`config.mk`:
```
export PLATFORM = sky130hd
export DESIGN_NAME = dbg2w_slave
export DESIGN_NICKNAME = d
export VERILOG_FILES = /design/src/rtl/dbg2w_pkg.sv /design/src/rtl/dbg2w_sync.sv /design/src/rtl/dbg2w_ctrl.sv /design/src/rtl/dbg2w_slave.sv
export SDC_FILE = /design/constraint.sdc
export NUM_CORES = 1
export LEC_CHECK = 0
export ABC_CLOCK_PERIOD_IN_PS = 3450
export BUFFER_PORTS_ARGS = -buffer_cell sky130_fd_sc_hd__buf_2
export CORE_MARGIN = 2
export CORE_UTILIZATION = 50
export DETAILED_ROUTE_END_ITERATION = 6
export PLACE_DENSITY = 0.76
export SLEW_MARGIN = 20
export SYNTH_ARGS = -nofsm -noshare
export SYNTH_HDL_FRONTEND = slang
export SYNTH_HIERARCHICAL = 1
export SYNTH_SLANG_ARGS = --single-unit
```
`constraint.sdc`:
```
create_clock -name clk -period 3.45 [get_ports clk]
set_input_delay 0.345 -clock clk [delete_from_list [all_inputs] [get_ports clk]]
set_output_delay 0.345 -clock clk [all_outputs]
set_load 0.1 [all_outputs]
```
`src/rtl/dbg2w_pkg.sv`:
```
package dbg2w_pkg;
  localparam int BYTE_W = 8;
  localparam int ADDR_W = BYTE_W - 1;
  localparam int CNT_W  = $clog2(BYTE_W + 1);

  typedef enum logic [1:0] {
    ST_IDLE,
    ST_ADDR,
    ST_WDATA,
    ST_RDATA
  } phase_e;
endpackage

```
`src/rtl/dbg2w_sync.sv`:
```
module dbg2w_sync #(
  parameter int   STAGES  = 2,
  parameter logic RST_VAL = 1'b1
) (
  input  logic clk,
  input  logic rst_n,
  input  logic pin_i,
  output logic lvl_o,
  output logic prv_o
);
  logic [STAGES-1:0] chain_q;
  logic              prv_q;

  always_ff @(posedge clk or negedge rst_n) begin
    if (!rst_n) begin
      chain_q <= {STAGES{RST_VAL}};
      prv_q   <= RST_VAL;
    end else begin
      chain_q <= {chain_q[STAGES-2:0], pin_i};
      prv_q   <= chain_q[STAGES-1];
    end
  end

  assign lvl_o = chain_q[STAGES-1];
  assign prv_o = prv_q;
endmodule

```
`src/rtl/dbg2w_ctrl.sv`:
```
module dbg2w_ctrl
  import dbg2w_pkg::*;
(
  input  logic              clk,
  input  logic              rst_n,
  input  logic              scl_lvl,
  input  logic              scl_prv,
  input  logic              sda_lvl,
  input  logic              sda_prv,
  output logic [ADDR_W-1:0] reg_addr,
  output logic [BYTE_W-1:0] reg_wdata,
  output logic              reg_we,
  input  logic [BYTE_W-1:0] reg_rdata,
  output logic              sda_oe
);
  localparam logic [CNT_W-1:0] SEP_IDX  = CNT_W'(BYTE_W);
  localparam logic [CNT_W-1:0] LAST_IDX = CNT_W'(BYTE_W - 1);

  phase_e              state_q, state_d;
  logic [CNT_W-1:0]    cnt_q, cnt_d;
  logic [BYTE_W-2:0]   sh_q, sh_d;
  logic [ADDR_W-1:0]   addr_q, addr_d;
  logic [BYTE_W-1:0]   wd_q, wd_d;
  logic                rw_q, rw_d;
  logic                oe_q, oe_d;
  logic                we_q, we_d;

  logic scl_rise, scl_fall, start;
  assign scl_rise = scl_lvl & ~scl_prv;
  assign scl_fall = ~scl_lvl & scl_prv;
  assign start    = scl_lvl & scl_prv & sda_prv & ~sda_lvl;

  always_comb begin
    state_d = state_q;
    cnt_d   = cnt_q;
    sh_d    = sh_q;
    addr_d  = addr_q;
    wd_d    = wd_q;
    rw_d    = rw_q;
    oe_d    = oe_q;
    we_d    = 1'b0;
    if (start) begin
      state_d = ST_ADDR;
      cnt_d   = '0;
      oe_d    = 1'b0;
    end else if (scl_rise) begin
      unique case (state_q)
        ST_ADDR: begin
          if (cnt_q < SEP_IDX) begin
            sh_d  = {sh_q[BYTE_W-3:0], sda_lvl};
            cnt_d = cnt_q + 1'b1;
            if (cnt_q == LAST_IDX) begin
              addr_d = sh_q;
              rw_d   = sda_lvl;
            end
          end else begin
            cnt_d   = '0;
            state_d = sda_lvl ? ST_IDLE : (rw_q ? ST_RDATA : ST_WDATA);
          end
        end
        ST_WDATA: begin
          if (cnt_q < SEP_IDX) begin
            sh_d  = {sh_q[BYTE_W-3:0], sda_lvl};
            cnt_d = cnt_q + 1'b1;
            if (cnt_q == LAST_IDX) begin
              we_d = 1'b1;
              wd_d = {sh_q, sda_lvl};
            end
          end else begin
            cnt_d  = '0;
            addr_d = addr_q + 1'b1;
            if (sda_lvl) state_d = ST_IDLE;
          end
        end
        ST_RDATA: begin
          if (cnt_q < SEP_IDX) begin
            cnt_d = cnt_q + 1'b1;
          end else begin
            cnt_d  = '0;
            addr_d = addr_q + 1'b1;
            if (sda_lvl) state_d = ST_IDLE;
          end
        end
        default: ;
      endcase
    end else if (scl_fall && state_q == ST_RDATA) begin
      if (cnt_q == '0) begin
        sh_d = reg_rdata[BYTE_W-2:0];
        oe_d = ~reg_rdata[BYTE_W-1];
      end else if (cnt_q < SEP_IDX) begin
        sh_d = {sh_q[BYTE_W-3:0], 1'b0};
        oe_d = ~sh_q[BYTE_W-2];
      end else begin
        oe_d = 1'b0;
      end
    end
  end

  always_ff @(posedge clk or negedge rst_n) begin
    if (!rst_n) begin
      state_q <= ST_IDLE;
      cnt_q   <= '0;
      sh_q    <= '0;
      addr_q  <= '0;
      wd_q    <= '0;
      rw_q    <= 1'b0;
      oe_q    <= 1'b0;
      we_q    <= 1'b0;
    end else begin
      state_q <= state_d;
      cnt_q   <= cnt_d;
      sh_q    <= sh_d;
      addr_q  <= addr_d;
      wd_q    <= wd_d;
      rw_q    <= rw_d;
      oe_q    <= oe_d;
      we_q    <= we_d;
    end
  end

  assign reg_addr  = addr_q;
  assign reg_wdata = wd_q;
  assign reg_we    = we_q;
  assign sda_oe    = oe_q;


  we_single_chk: assert property (@(posedge clk) disable iff (!rst_n)
    we_q |=> !we_q);


  we_phase_chk: assert property (@(posedge clk) disable iff (!rst_n)
    we_q |-> $past(state_q) == ST_WDATA);


  oe_release_chk: assert property (@(posedge clk) disable iff (!rst_n)
    (state_q != ST_RDATA) |-> !oe_q);


  oe_low_phase_chk: assert property (@(posedge clk) disable iff (!rst_n)
    !$stable(oe_q) |-> !scl_lvl);


  addr_step_chk: assert property (@(posedge clk) disable iff (!rst_n)
    ((state_q == ST_WDATA || state_q == ST_RDATA) && scl_rise && cnt_q == SEP_IDX)
    |=> addr_q == ADDR_W'($past(addr_q) + 1'b1));


  cnt_bound_chk: assert property (@(posedge clk) disable iff (!rst_n)
    cnt_q <= SEP_IDX);
endmodule

```
`src/rtl/dbg2w_slave.sv`:
```
module dbg2w_slave
  import dbg2w_pkg::*;
#(
  parameter int SYNC_STAGES = 2
) (
  input  logic              clk,
  input  logic              rst_n,
  input  logic              dbg_clk_i,
  input  logic              dbg_dat_i,
  output logic              dbg_dat_oe,
  output logic [ADDR_W-1:0] reg_addr,
  output logic [BYTE_W-1:0] reg_wdata,
  output logic              reg_we,
  input  logic [BYTE_W-1:0] reg_rdata
);
  logic [1:0] rst_sync_q;
  logic       rst_ctl_n;

  always_ff @(posedge clk or negedge rst_n) begin
    if (!rst_n) rst_sync_q <= 2'b00;
    else        rst_sync_q <= {rst_sync_q[0], 1'b1};
  end
  assign rst_ctl_n = rst_sync_q[1];

  logic scl_lvl, scl_prv, sda_lvl, sda_prv;

  dbg2w_sync #(.STAGES(SYNC_STAGES), .RST_VAL(1'b1)) u_scl_sync (
    .clk(clk), .rst_n(rst_ctl_n), .pin_i(dbg_clk_i),
    .lvl_o(scl_lvl), .prv_o(scl_prv)
  );

  dbg2w_sync #(.STAGES(SYNC_STAGES), .RST_VAL(1'b1)) u_sda_sync (
    .clk(clk), .rst_n(rst_ctl_n), .pin_i(dbg_dat_i),
    .lvl_o(sda_lvl), .prv_o(sda_prv)
  );

  dbg2w_ctrl u_ctrl (
    .clk       (clk),
    .rst_n     (rst_ctl_n),
    .scl_lvl   (scl_lvl),
    .scl_prv   (scl_prv),
    .sda_lvl   (sda_lvl),
    .sda_prv   (sda_prv),
    .reg_addr  (reg_addr),
    .reg_wdata (reg_wdata),
    .reg_we    (reg_we),
    .reg_rdata (reg_rdata),
    .sda_oe    (dbg_dat_oe)
  );
endmodule

```
=== Word level (Yosys, flattened, before mapping) ===
Index checks and enable logic that the tools add are counted.

* Add/subtract/negate cells: 2
* $lt $le $gt $ge: 1
* Equality and inequality tests: 13
* Mux-type cells: 32
* Bitwise operators: 11
* Reduce and logical (&&, ||, !) cells: 19

{| class="wikitable"
|+ Operator list
! kind !! count
|-
| two-way mux 7 bit || 9
|-
| AND reduction 5 bit || 4
|-
| two-way mux 4 bit || 4
|-
| case mux 7 bit (2 select lines) || 1
|-
| two-way mux 2 bit || 6
|-
| nonzero test 2 bit || 6
|-
| two-way mux 1 bit || 11
|-
| inequality test 2 bit, second input constant || 4
|-
| adder 7 x 1 -> 7 bit, second input constant || 1
|-
| inequality test 3 x 2 -> 1 bit, second input constant || 2
|-
| NOT 1 bit || 6
|-
| AND reduction 6 bit || 1
|-
| AND 1 bit || 5
|-
| adder 4 x 1 -> 4 bit, second input constant || 1
|-
| equality test 2 bit, second input constant || 2
|-
| equality test 4 x 3 -> 1 bit, second input constant || 1
|-
| zero test 4 bit || 1
|-
| < comparator 4 bit, second input constant || 1
|-
| inequality test 2 x 1 -> 1 bit, second input constant || 2
|-
| case mux 2 bit (2 select lines) || 1
|-
| AND reduction 2 bit || 2
|-
| OR reduction 2 bit || 2
|-
| inequality test 3 x 1 -> 1 bit, second input constant || 1
|-
| nonzero test 3 bit || 1
|-
| 3 further kinds || 3
|}

* Register bits: 39
* Input port bits: 12
* Output and inout bits: 17
* Word-level logic and storage cells: 91

=== Logic depth before layout (Yosys ltp) ===
Gate-level depths: netlist (run 1).

* Word-level depth: 6
* Gate-level depth with buffers: 7
* Gate-level depth less buffers: 6

=== Modules after synthesis ===
Netlist (run 1), hierarchy kept.

{| class="wikitable"
|+ By module, submodules not included
! module !! times used !! cells each !! area each (µm²) !! sequential area each (µm²)
|-
| dbg2w_ctrl || 1 || 159 || 1660.3 || 775.7
|-
| dbg2w_sync || 2 || 3 || 78.8 || 78.8
|-
| dbg2w_slave || 1 || 3 || 53.8 || 50.0
|}

=== Worst setup path after synthesis (run 1) ===
Ideal clock, no wire load.

* Kind: register to register
* Start: register u_ctrl.addr_q[0], in the netlist u_ctrl/reg_addr[0]
* End: register u_ctrl.addr_q[6], in the netlist u_ctrl/reg_addr[6]
* Setup time: 0.127 ns
* Data arrival time: 1.803 ns
* Required time: 3.323 ns
* Setup slack: 1.520 ns
* Stages on the path, launching flop included: 6
* Buffers on the path: 0
* Clock period less this slack: 1.930 ns
* Cell sequence: dfrtp_1 > ha_1 > o211ai_1 > nor2_1 > a21oi_1 > o32a_1

* Word-level cells in the longest chain between the ends: 3

{| class="wikitable"
|+ Ends and longest elaborated chain
! element !! RTL line !! RTL
|-
| start, declared || dbg2w_ctrl.sv:22 || <nowiki>logic [ADDR_W-1:0] addr_q, addr_d;</nowiki>
|-
| start signal, assigned || dbg2w_ctrl.sv:113 || <nowiki>addr_q <= addr_d;</nowiki>
|-
| adder 7 x 1 -> 7 bit || dbg2w_ctrl.sv:71, dbg2w_ctrl.sv:80 ||
|-
| two-way mux 7 bit || dbg2w_ctrl.sv:62, dbg2w_ctrl.sv:76 ||
|-
| case mux 7 bit (2 select lines) || dbg2w_ctrl.sv:47 || <nowiki>unique case (state_q)</nowiki>
|}

Every way passes these cells. The select of a mux whose other input is x is not followed.
A chain may end at the register's enable or synchronous reset.

=== Worst setup path in the final report (run 1) ===
* Start: register u_ctrl.state_q[1]
* End: register u_ctrl.sh_q[5]

* Word-level cells in the longest chain between the ends: 4
* Elaborated cells on any way between the ends: 8
* Those cells by class: eq/ne: 4; reduce/logical: 4

{| class="wikitable"
|+ Ends and longest elaborated chain
! element !! RTL line !! RTL
|-
| start, declared || dbg2w_ctrl.sv:19 || <nowiki>phase_e state_q, state_d;</nowiki>
|-
| start signal, assigned || dbg2w_ctrl.sv:110 || <nowiki>state_q <= state_d;</nowiki>
|-
| equality test 2 x 1 -> 1 bit (tied with other cells) || dbg2w_ctrl.sv:47 ||
|-
| OR reduction 2 bit (no source line) or logical AND 1 bit (tied branches) || n/a ||
|-
| inequality test 2 bit (no source line) or nonzero test 2 bit (tied branches) || n/a ||
|-
| AND reduction 5 bit (no source line) (*) || n/a ||
|-
| end signal, assigned || dbg2w_ctrl.sv:103 || <nowiki>sh_q <= '0;</nowiki>
|-
| end signal, assigned || dbg2w_ctrl.sv:112 || <nowiki>sh_q <= sh_d;</nowiki>
|-
| end, declared || dbg2w_ctrl.sv:21 || <nowiki>logic [BYTE_W-2:0] sh_q, sh_d;</nowiki>
|}

Mark *: on every way between the ends. The rest lies on a longest branch, timed or not.

==> results of run 1 <==
[stage by stage]
step | std cells | power (mW)
2_1_floorplan | 168 | 1.32
3_3_place_gp | 240 | 1.44
3_5_place_dp | 240 | 1.48
4_1_cts | 249 | 1.87
5_1_grt | 249 | 1.97
6_report | 249 | 1.87
[routing by layer]
metal,GRT usage (%),part of all wire [%]
met5,0,0
met4,10.2,2.9
met3,5.14,4.6
met2,31.4,50
met1,25.4,42
[layout by cell type, fill, tap and decap left out, types with 2 or more instances in the layout]
| cell type | count |
|---|---|
| mux2i_1 | 9 |
| nor3_1 | 5 |
| o32a_1 | 2 |
| nand2_1 | 5 |
| ha_1 | 7 |
| a22oi_1 | 2 |
| o21ai_0 | 5 |
| and4b_1 | 2 |
| dfstp_2 | 6 |
| a21oi_1 | 15 |
| dfrtp_1 | 33 |
| clkbuf_8 | 6 |
| or3_1 | 2 |
| nand2b_1 | 3 |
| buf_2 | 28 |
| nor2b_1 | 4 |
| nand3_1 | 2 |
| and2_1 | 2 |
| nand3b_1 | 2 |
| mux2_2 | 9 |
| nor2_1 | 20 |
| nor3b_1 | 3 |
| a2bb2oi_1 | 2 |
| inv_1 | 5 |
[report_power, final]
part | switching [mW] | internal, mW
sequential | 0.135 | 0.573
combinational | 0.541 | 0.225
clock | 0.160 | 0.234
[timing repair]
| item | 4_1_cts | 5_1_grt |
|---|---|---|
| hold buffers | 1 | 0 |
| endpoints found under the hold margin | 2 | 0 |
| setup endpoints to repair | 0 | 0 |
[final cells by class]
class / instances / area share [%]
Clock buffer: 6 / 3.79
Clock inverter: 2 / 1.61
Inverter: 5 / 0.862
Multi-Input combinational cell: 119 / 38.6
Sequential cell: 39 / 45.1
Tap cell: 48 / 2.76
Timing Repair Buffer: 30 / 7.24
[critical path, cell delays in order, from the launching register on]
cell	delay (ns)
dfrtp_1	0.42
inv_1	0.12
ha_1	0.30
nand3b_1	0.07
a21oi_1	0.76
nor2_1	0.11
a21oi_1	0.17
[final timing paths]
| check | startpoint | end | slack [ns] |
|---|---|---|---|
| hold / removal | dbg_clk_i | u_scl_sync/chain_q[0]$_DFF_PN1_ | 0.14 |
| min in group asynchronous | rst_sync_q[1]$_DFF_PN0_ | u_ctrl/reg_wdata[3]$_DFFE_PN0P_ | 0.36 |
| hold reg to reg | rst_sync_q[1]$_DFF_PN0_ | u_ctrl/reg_wdata[3]$_DFFE_PN0P_ | 0.36 |
| setup / recovery | u_ctrl/state_q[1]$_DFFE_PN0P_ | u_ctrl/sh_q[5]$_DFFE_PN0P_ | 1.43 |
| setup reg to reg | u_ctrl/state_q[1]$_DFFE_PN0P_ | u_ctrl/sh_q[5]$_DFFE_PN0P_ | 1.43 |
| max in group asynchronous | rst_sync_q[1]$_DFF_PN0_ | u_sda_sync/prv_o$_DFF_PN1_ | 2.29 |
[flip-flops by register name, summed over array words and instances, names as in the netlist, 2 cells and up]
name,flops
u_ctrl/reg_wdata,8
u_ctrl/reg_addr,7
u_ctrl/sh_q,7
u_ctrl/cnt_q,4
rst_sync_q,2
u_ctrl/state_q,2
u_scl_sync/chain_q,2
u_sda_sync/chain_q,2
[kinds of logic (layout without fill, tap and decap cells)]
family	Yosys count	in the layout	synth area share, %
AOI/OAI and AO/OA	33	33	11.5
adders and majority gates	7	7	4.68
buffers and inverters	10	43	2.54
DFF	39	39	52.5
muxes	19	19	11.0
other	1	1	0.200
and+or+nand+nor	59	59	17.5
==> summary.txt, run 1 <==
Status = finished, final reports clean
RSZ-0062 raised after global routing = no
DR pass1 iterations = 4
Hold path cells = 1
Layout Nets = 219
Cell area after layout = 2180 um^2
Vias = 1413
Post-DR vias/cell = 5.67
Post-Route Utilization = 60.0%
Post-DP HPWL = 2770 um
Ant diodes = 0
CTS Buffer Depth = 2
Leak = 0.928 nW
Final TNS setup = 0 ns
Post-Syn Area = 1870 um^2
CP Capture Type = flip-flop
Dpl ws = 1.44 ns
Antenna Nets Post-Route = 0
TritonCTS clock tree = yes
Register area = 983 um^2
Chip width = 65.2 um
Largest net degree at the start of global routing = 23
Avg WL per Cell = 15.2 um
Crit path kind = flip-flop to flip-flop
Slew margin rel. = 36.7%
CTS sink count = 39
Yosys reg bits = 39
Final Max Tran Viols = 0
Critical Path RT = 3.67 ns
Minimum clock period = 2.02 ns
Port bufs = 28
Global-route wire length before repair = 6400 um
Number of CTS-inserted buffers = 5
Starting DRT DRC Count = 107
Vias in the first global route = 1383
Endpoints failing setup = 0
Resized cells post-CTS = 0
Sequential fraction of the synthesis area = 52.5%
Commonest cells in the synthesized netlist = 33 x dfrtp_1, 20 x nor2_1, 15 x a21oi_1
Final Cycle Share = 58.6%
Ys async rst share = 100%
Root Driver = clkbuf_8
Post-Syn Instances = 168
Share of cells above drive strength 1 = 28.9%
Worst Reg2Reg Path Length in Cells = 6
Crit start category = flip-flop
Standard-cell row count = 22
Die height = 65.2 um
Core area = 3630 um^2
Post-synth top area share = 44.1%
Worst hold margin = 0.145 ns
Most frequent cell after synthesis = dfrtp_1
Number of synthesized flops with an enable pin = 0
Max_cap viols = 0
WP data arrival = 2.24 ns
Peak VDD IR = 432 uV
Worst slew pin tran = 0.949 ns
Ys flop type = dfrtp_1
HP Class = primary input to flip-flop
Synth Net Count = 187
PD cells = 857 nW/um^2
Residual DRC count = 0
CP Max Fanout = 14
Clk slew on worst S/H paths = 0.08 ns
Final WL = 3780 um
Top cells by area, synth = dfrtp_1 44%, dfstp_2 8.4%, mux2_2 5.4%
I/O pin cnt = 29
Footprint of the multi-input gates = 841 um^2
Yosys top cell by area = dfrtp_1
Area after DPL = 2050 um^2
YS warnings = 6
Aggregate global routing overflow = 0
Area growth from synthesis to layout = 16.4%
Worst setup margin = 1.43 ns
Clk_skew = 0.00539 ns
GRT Total Usage = 19.9%
# fillers = 313
Post-CTS setup buffers = 0
Final-report hold violation count = 0
FMAX = 495 MHz
Avg Inst Size Synth = 11.1 um^2
# H-tree levels = 2
Initial antenna violation count = 0
Clock Latency Late Sink = 0.29 ns
Gpl congestion = 0.838
Initial cell density of the core = 51.5%
Die area = 4250 um^2
Unique masters post-synth = 43
Power figures use the tool's default switching activity.
==> run 2: changes to the inputs <==
--- a/config.mk
+++ b/config.mk
@@ -5,12 +5,12 @@
 export SDC_FILE = /design/constraint.sdc
 export NUM_CORES = 1
 export LEC_CHECK = 0
-export ABC_CLOCK_PERIOD_IN_PS = 3450
+export ABC_CLOCK_PERIOD_IN_PS = 1700
 export BUFFER_PORTS_ARGS = -buffer_cell sky130_fd_sc_hd__buf_2
 export CORE_MARGIN = 2
 export CORE_UTILIZATION = 50
 export DETAILED_ROUTE_END_ITERATION = 6
-export PLACE_DENSITY = 0.76
+export PLACE_DENSITY = 0.78
 export SLEW_MARGIN = 20
 export SYNTH_ARGS = -nofsm -noshare
 export SYNTH_HDL_FRONTEND = slang
==> constraint.sdc (replaced) <==
create_clock -name clk -period 1.7 [get_ports clk]
set_input_delay 0.17 -clock clk [delete_from_list [all_inputs] [get_ports clk]]
set_output_delay 0.17 -clock clk [all_outputs]
set_load 0.1 [all_outputs]
==> run 2 against run 1 <==
The run now ends with negative setup slack left. Die area unchanged. Clock skew barely moved. Sequential share of layout area down 5.7 points. Clock power up 96%. Total power increased by 130%. Sequential cell count stayed put. Count of clock-buffer cells in the layout is the same. Core utilization is 9.0 points higher. Via count rose by 14%. Global-route usage grew 2.9 points. Critical path type unchanged. Largest cell class is now multi-input combinational cells.
==> summary.txt, run 2 (same netlist as run 1, synthesis figures left out) <==
Status = finished, violations left
Failing checks = negative setup slack
Aggregate global routing overflow = 0
Root Driver = clkbuf_8
Crit path cell chain = inv_2, ha_4, or3_1, o2111a_1, and4b_1, or3_1
Post-DR vias/cell = 5.97
I/O pin cnt = 29
PD cells = 1730 nW/um^2
CTS Buffer Depth = 2
Gpl congestion = 0.846
Critical Path RT = 1.88 ns
Crit path max-delay family = simple AND/OR/NAND/NOR gates
Crit path kind = flip-flop to flip-flop
Crit-path slowest cell = dfrtp_2
Met1 wire length = 1950 um
WP data arrival = 1.96 ns
HP Class = primary input to async pin
Final TNS setup = -0.322 ns
Vias in the first global route = 1501
Global-route wire length before repair = 7250 um
Final Cycle Share = 105%
CP Max Fanout = 4
Share of cells above drive strength 1 = 45.5%
Antenna Nets Post-Route = 0
Initial antenna violation count = 0
Crit-path most repeated cell = or3_1
Minimum clock period = 1.78 ns
Die height = 65.2 um
Initial cell density of the core = 51.5%
Ant diodes = 0
Final Max Tran Viols = 0
Chip width = 65.2 um
Layout Nets = 240
Worst hold margin = 0.180 ns
Worst setup margin = -0.0792 ns
CTS sink count = 39
Leak = 1.08 nW
Crit path largest cell delay = 0.44 ns
Routed wl met2 = 2550 um
Clk_skew = 0.00533 ns
Largest net degree at the start of global routing = 38
Crit start category = flip-flop
Commonest non-fill, non-tap cell in the layout = buf_2
Clock Latency Late Sink = 0.30 ns
Commonest cells after routing, fill and taps aside = 29 x buf_2, 28 x dfrtp_1, 19 x nor2_1
Post-Route Utilization = 69.0%
Endpoints failing setup = 8
Worst Reg2Reg Path Length in Cells = 6
Residual DRC count = 0
Final WL = 4930 um
Overall Power = 4.32 mW
Levels on crit path = 6
GRT Total Usage = 22.9%
Avg WL per Cell = 18.3 um
Post-DP HPWL = 3060 um
Die area = 4250 um^2
FMAX = 562 MHz
Number of CTS-inserted buffers = 5
Clk slew on worst S/H paths = 0.08 ns
# H-tree levels = 2
TritonCTS clock tree = yes
Port bufs = 28
Max FFs per register = 8
RSZ-0062 raised after global routing = yes
Area after DPL = 2230 um^2
Peak VDD IR = 824 uV
Top Metal Used = met4
Cell area after layout = 2510 um^2
CP Capture Type = flip-flop
Core area = 3630 um^2
Starting DRT DRC Count = 106
Max_cap viols = 0
Worst Path Buf+Inv = 1
Metal3 WL = 283 um
Vias = 1611
Area growth from synthesis to layout = 33.9%
Final-report hold violation count = 0
Standard-cell row count = 22
DR pass1 iterations = 4
-- run 2: cell count changes in the layout (fill, tap and decap cells not counted), moves of 3 or more --
cell,delta
ha_1,-4
o21ai_1,+3
buf_4,+16
dfrtp_2,+5
o21ai_0,-3
dfrtp_1,-5
ha_4,+4
nor3b_1,-3
-- run 2: worst paths after layout --
check	startpoint	end	slack, ns
max	u_ctrl/state_q[1]$_DFFE_PN0P_	u_ctrl/state_q[0]$_DFFE_PN0P_	-0.08
min	rst_n	rst_sync_q[0]$_DFF_PN0_	0.18
max reg2reg	u_ctrl/state_q[1]$_DFFE_PN0P_	u_ctrl/state_q[0]$_DFFE_PN0P_	-0.08
min reg2reg	rst_sync_q[1]$_DFF_PN0_	u_ctrl/sda_oe$_DFFE_PN0P_	0.28
max in group asynchronous	rst_sync_q[1]$_DFF_PN0_	u_ctrl/reg_addr[2]$_DFFE_PN0P_	1.08
min in group clk	reg_rdata[3]	u_ctrl/sh_q[3]$_DFFE_PN0P_	0.18
-- run 2: per-stage QoR --
stage	instances	setup slack, ns
2_1_floorplan	168	-0.0274
3_3_place_gp	254	-0.0235
3_5_place_dp	254	-0.139
4_1_cts	266	-0.0567
5_1_grt	270	-0.116
6_report	270	-0.0792
-- run 2: cell type report --
| class | instances | area [um^2] |
|---|---|---|
| Inverter | 5 | 21.3 |
| Clock inverter | 2 | 37.5 |
| Multi-Input combinational cell | 119 | 991 |
| Tap cell | 48 | 60.1 |
| Clock buffer | 6 | 72.6 |
| Timing Repair Buffer | 51 | 334 |
| Fill cell | 267 | 1130 |
| Sequential cell | 39 | 990 |
-- run 2: where the power goes --
part / switching, mW / leakage [nW] / total [mW] / internal, mW
registers: 0.313 / 0.427 / 1.48 / 1.17
logic: 1.32 / 0.598 / 2.07 / 0.745
clock network: 0.334 / 0.0514 / 0.772 / 0.438
-- run 2: worst reg2reg max path, cell delays in order, from the launching register on --
cell      delay (ns)
dfrtp_2         0.44
inv_2           0.08
ha_4            0.17
or3_1           0.37
o2111a_1        0.14
and4b_1         0.17
or3_1           0.30
-- run 2: metal layers --
layer  vias up  GRT usage [%]
met5         -              0
met4         0           8.07
met3        16           6.51
met2        74           37.8
met1       814           28.7
li1        707              -
-- run 2: timing repair --
action                                  CTS  global route
cloned                                    0             1
endpoints found under the setup margin    8            19
buffers inserted                          1             3
resized for setup                         4            22
endpoints found under the hold margin     4             0
hold buffers                              3             0
pin swaps                                 0            10
==> run 3: changes to the inputs <==
--- a/config.mk
+++ b/config.mk
@@ -11,6 +11,7 @@
 export CORE_UTILIZATION = 50
 export DETAILED_ROUTE_END_ITERATION = 6
 export PLACE_DENSITY = 0.78
+export SKIP_CTS_REPAIR_TIMING = 1
 export SLEW_MARGIN = 20
 export SYNTH_ARGS = -nofsm -noshare
 export SYNTH_HDL_FRONTEND = slang
==> run 3 against run 2 <==
Largest cell class is now registers. Global-route usage decreased by 0.59 points. Combinational power decreased by 4%. Total power decreased by 1.8%. Fmax decreased by 1.3%. Design area decreased by 0.95%. Highest routed layer unchanged. Final cell count decreased by 0.37%. Wire length decreased by 4.0%. Sequential share of layout area increased by 0.38 points. First-iteration DRC count increased by 42%. Count of clock-buffer cells in the layout unchanged. The run still ends with negative setup slack left. Setup slack got worse by 0.024 ns. Sequential cell count unchanged.
==> summary.txt, run 3 (same netlist as run 1, synthesis figures left out) <==
Status = finished, violations left
Failing checks = negative setup slack
Chip width = 65.2 um
HP Class = primary input to flip-flop
Aggregate global routing overflow = 0
Worst setup margin = -0.103 ns
# fillers = 273
Final Max Tran Viols = 0
FMAX = 554 MHz
TritonCTS clock tree = yes
Critical Path RT = 1.88 ns
# H-tree levels = 2
Die area = 4250 um^2
Hold path cells = 3
WHS Endpoint = u_ctrl/sh_q[3]$_DFFE_PN0P_
Largest net degree at the start of global routing = 38
I/O pin cnt = 29
Antenna Nets Post-Route = 0
Crit start category = flip-flop
Gpl congestion = 0.846
Crit path kind = flip-flop to flip-flop
Clk slew on worst S/H paths = 0.08 ns
Footprint of the multi-input gates = 972 um^2
CP Capture Type = flip-flop
Crit path cell chain = inv_2, ha_4, or3_1, o2111a_1, and4b_1, or3_1
Layout Nets = 239
Max_cap viols = 0
Ant diodes = 0
Commonest cells after routing, fill and taps aside = 28 x buf_2, 28 x dfrtp_1, 18 x nor2_1
Dpl ws = -0.139 ns
Leak = 1.07 nW
Crit path largest cell delay = 0.44 ns
Initial cell density of the core = 51.5%
Vias = 1554
Core area = 3630 um^2
Starting DRT DRC Count = 150
WP data arrival = 1.98 ns
Standard-cell row count = 22
Die height = 65.2 um
Area growth from synthesis to layout = 32.6%
Number of CTS-inserted buffers = 5
GRT Total Usage = 22.3%
Initial antenna violation count = 0
Worst Reg2Reg Path Length in Cells = 6
Clock Latency Late Sink = 0.30 ns
Overall Power = 4.25 mW
Hold_sp = reg_rdata[3]
Post-DR vias/cell = 5.78
CP Max Fanout = 4
Port bufs = 28
RR Endpoint = u_ctrl/state_q[0]$_DFFE_PN0P_
Post-DP HPWL = 3060 um
Root Driver = clkbuf_8
Register area = 990 um^2
Avg WL per Cell = 17.6 um
Final Cycle Share = 106%
Vias in the first global route = 1490
Worst r2r src = u_ctrl/state_q[1]$_DFFE_PN0P_
Share of cells above drive strength 1 = 44.8%
RSZ-0062 raised after global routing = yes
DR pass1 iterations = 4
Max FFs per register = 8
Minimum clock period = 1.80 ns
Final TNS setup = -0.365 ns
Final WL = 4730 um
Clk_skew = 0.00631 ns
Endpoints failing setup = 7
CTS sink count = 39
Peak VDD IR = 832 uV
Crit-path slowest cell = dfrtp_2
Residual DRC count = 0
Reg2Reg Setup Slack = -0.10 ns
Crit-path most repeated cell = or3_1
Global-route wire length before repair = 7090 um
CTS Buffer Depth = 2
PD cells = 1710 nW/um^2
Final-report hold violation count = 0
-- run 3: layout make-up --
cell class,count,area share [%]
tap,48,2.42
clock buffer,6,2.92
multi-input combinational,119,39.2
sequential,39,39.9
timing repair buffer,50,13.3
inverter,5,0.857
clock inverter,2,1.51
-- run 3: power breakdown --
| group | internal, mW | switching, mW |
|---|---|---|
| logic | 0.709 | 1.29 |
| registers | 1.17 | 0.313 |
| clock network | 0.438 | 0.328 |
| total | 2.32 | 1.93 |
-- run 3: through the flow --
| step | area [um^2] | hold slack [ns] | cells | utilization [%] |
|---|---|---|---|---|
| floorplan | 1930 | -0.126 | 168 | - |
| global placement | 2230 | -0.0438 | 254 | 61.3 |
| detailed placement | 2230 | -0.0417 | 254 | 61.3 |
| CTS | 2340 | -0.358 | 262 | 64.4 |
| global route | 2480 | 0.169 | 269 | 68.3 |
| finish | 2480 | 0.174 | 269 | 68.3 |
-- run 3: worst max-delay path by stage --
stage | start | to
after floorplan | u_ctrl/state_q[1]$_DFFE_PN0P_ | u_ctrl/state_q[0]$_DFFE_PN0P_
after global placement | u_ctrl/state_q[1]$_DFFE_PN0P_ | u_ctrl/state_q[0]$_DFFE_PN0P_
after detailed placement | u_ctrl/state_q[1]$_DFFE_PN0P_ | u_ctrl/cnt_q[2]$_DFFE_PN0P_
after CTS | u_ctrl/state_q[1]$_DFFE_PN0P_ | u_ctrl/cnt_q[2]$_DFFE_PN0P_
after global routing | u_ctrl/state_q[1]$_DFFE_PN0P_ | u_ctrl/state_q[0]$_DFFE_PN0P_
final | u_ctrl/state_q[1]$_DFFE_PN0P_ | u_ctrl/state_q[0]$_DFFE_PN0P_
-- run 3: layer usage --
layer / vias up / GRT usage [%] / share of wire (%)
li1: 704 / - / -
met1: 769 / 27.6 / 40
met2: 63 / 36.1 / 51
met3: 18 / 6.85 / 5.5
met4: 0 / 9.38 / 2.9
met5: - / 0 / 0
-- run 3: critical path, delay by kind of cell (launching register included) --
family	cells	cell delay, ns
and+or+nand+nor	3	0.86
DFF	1	0.44
adders and majority gates	1	0.17
AOI/OAI and AO/OA	1	0.15
buffers and inverters	1	0.08
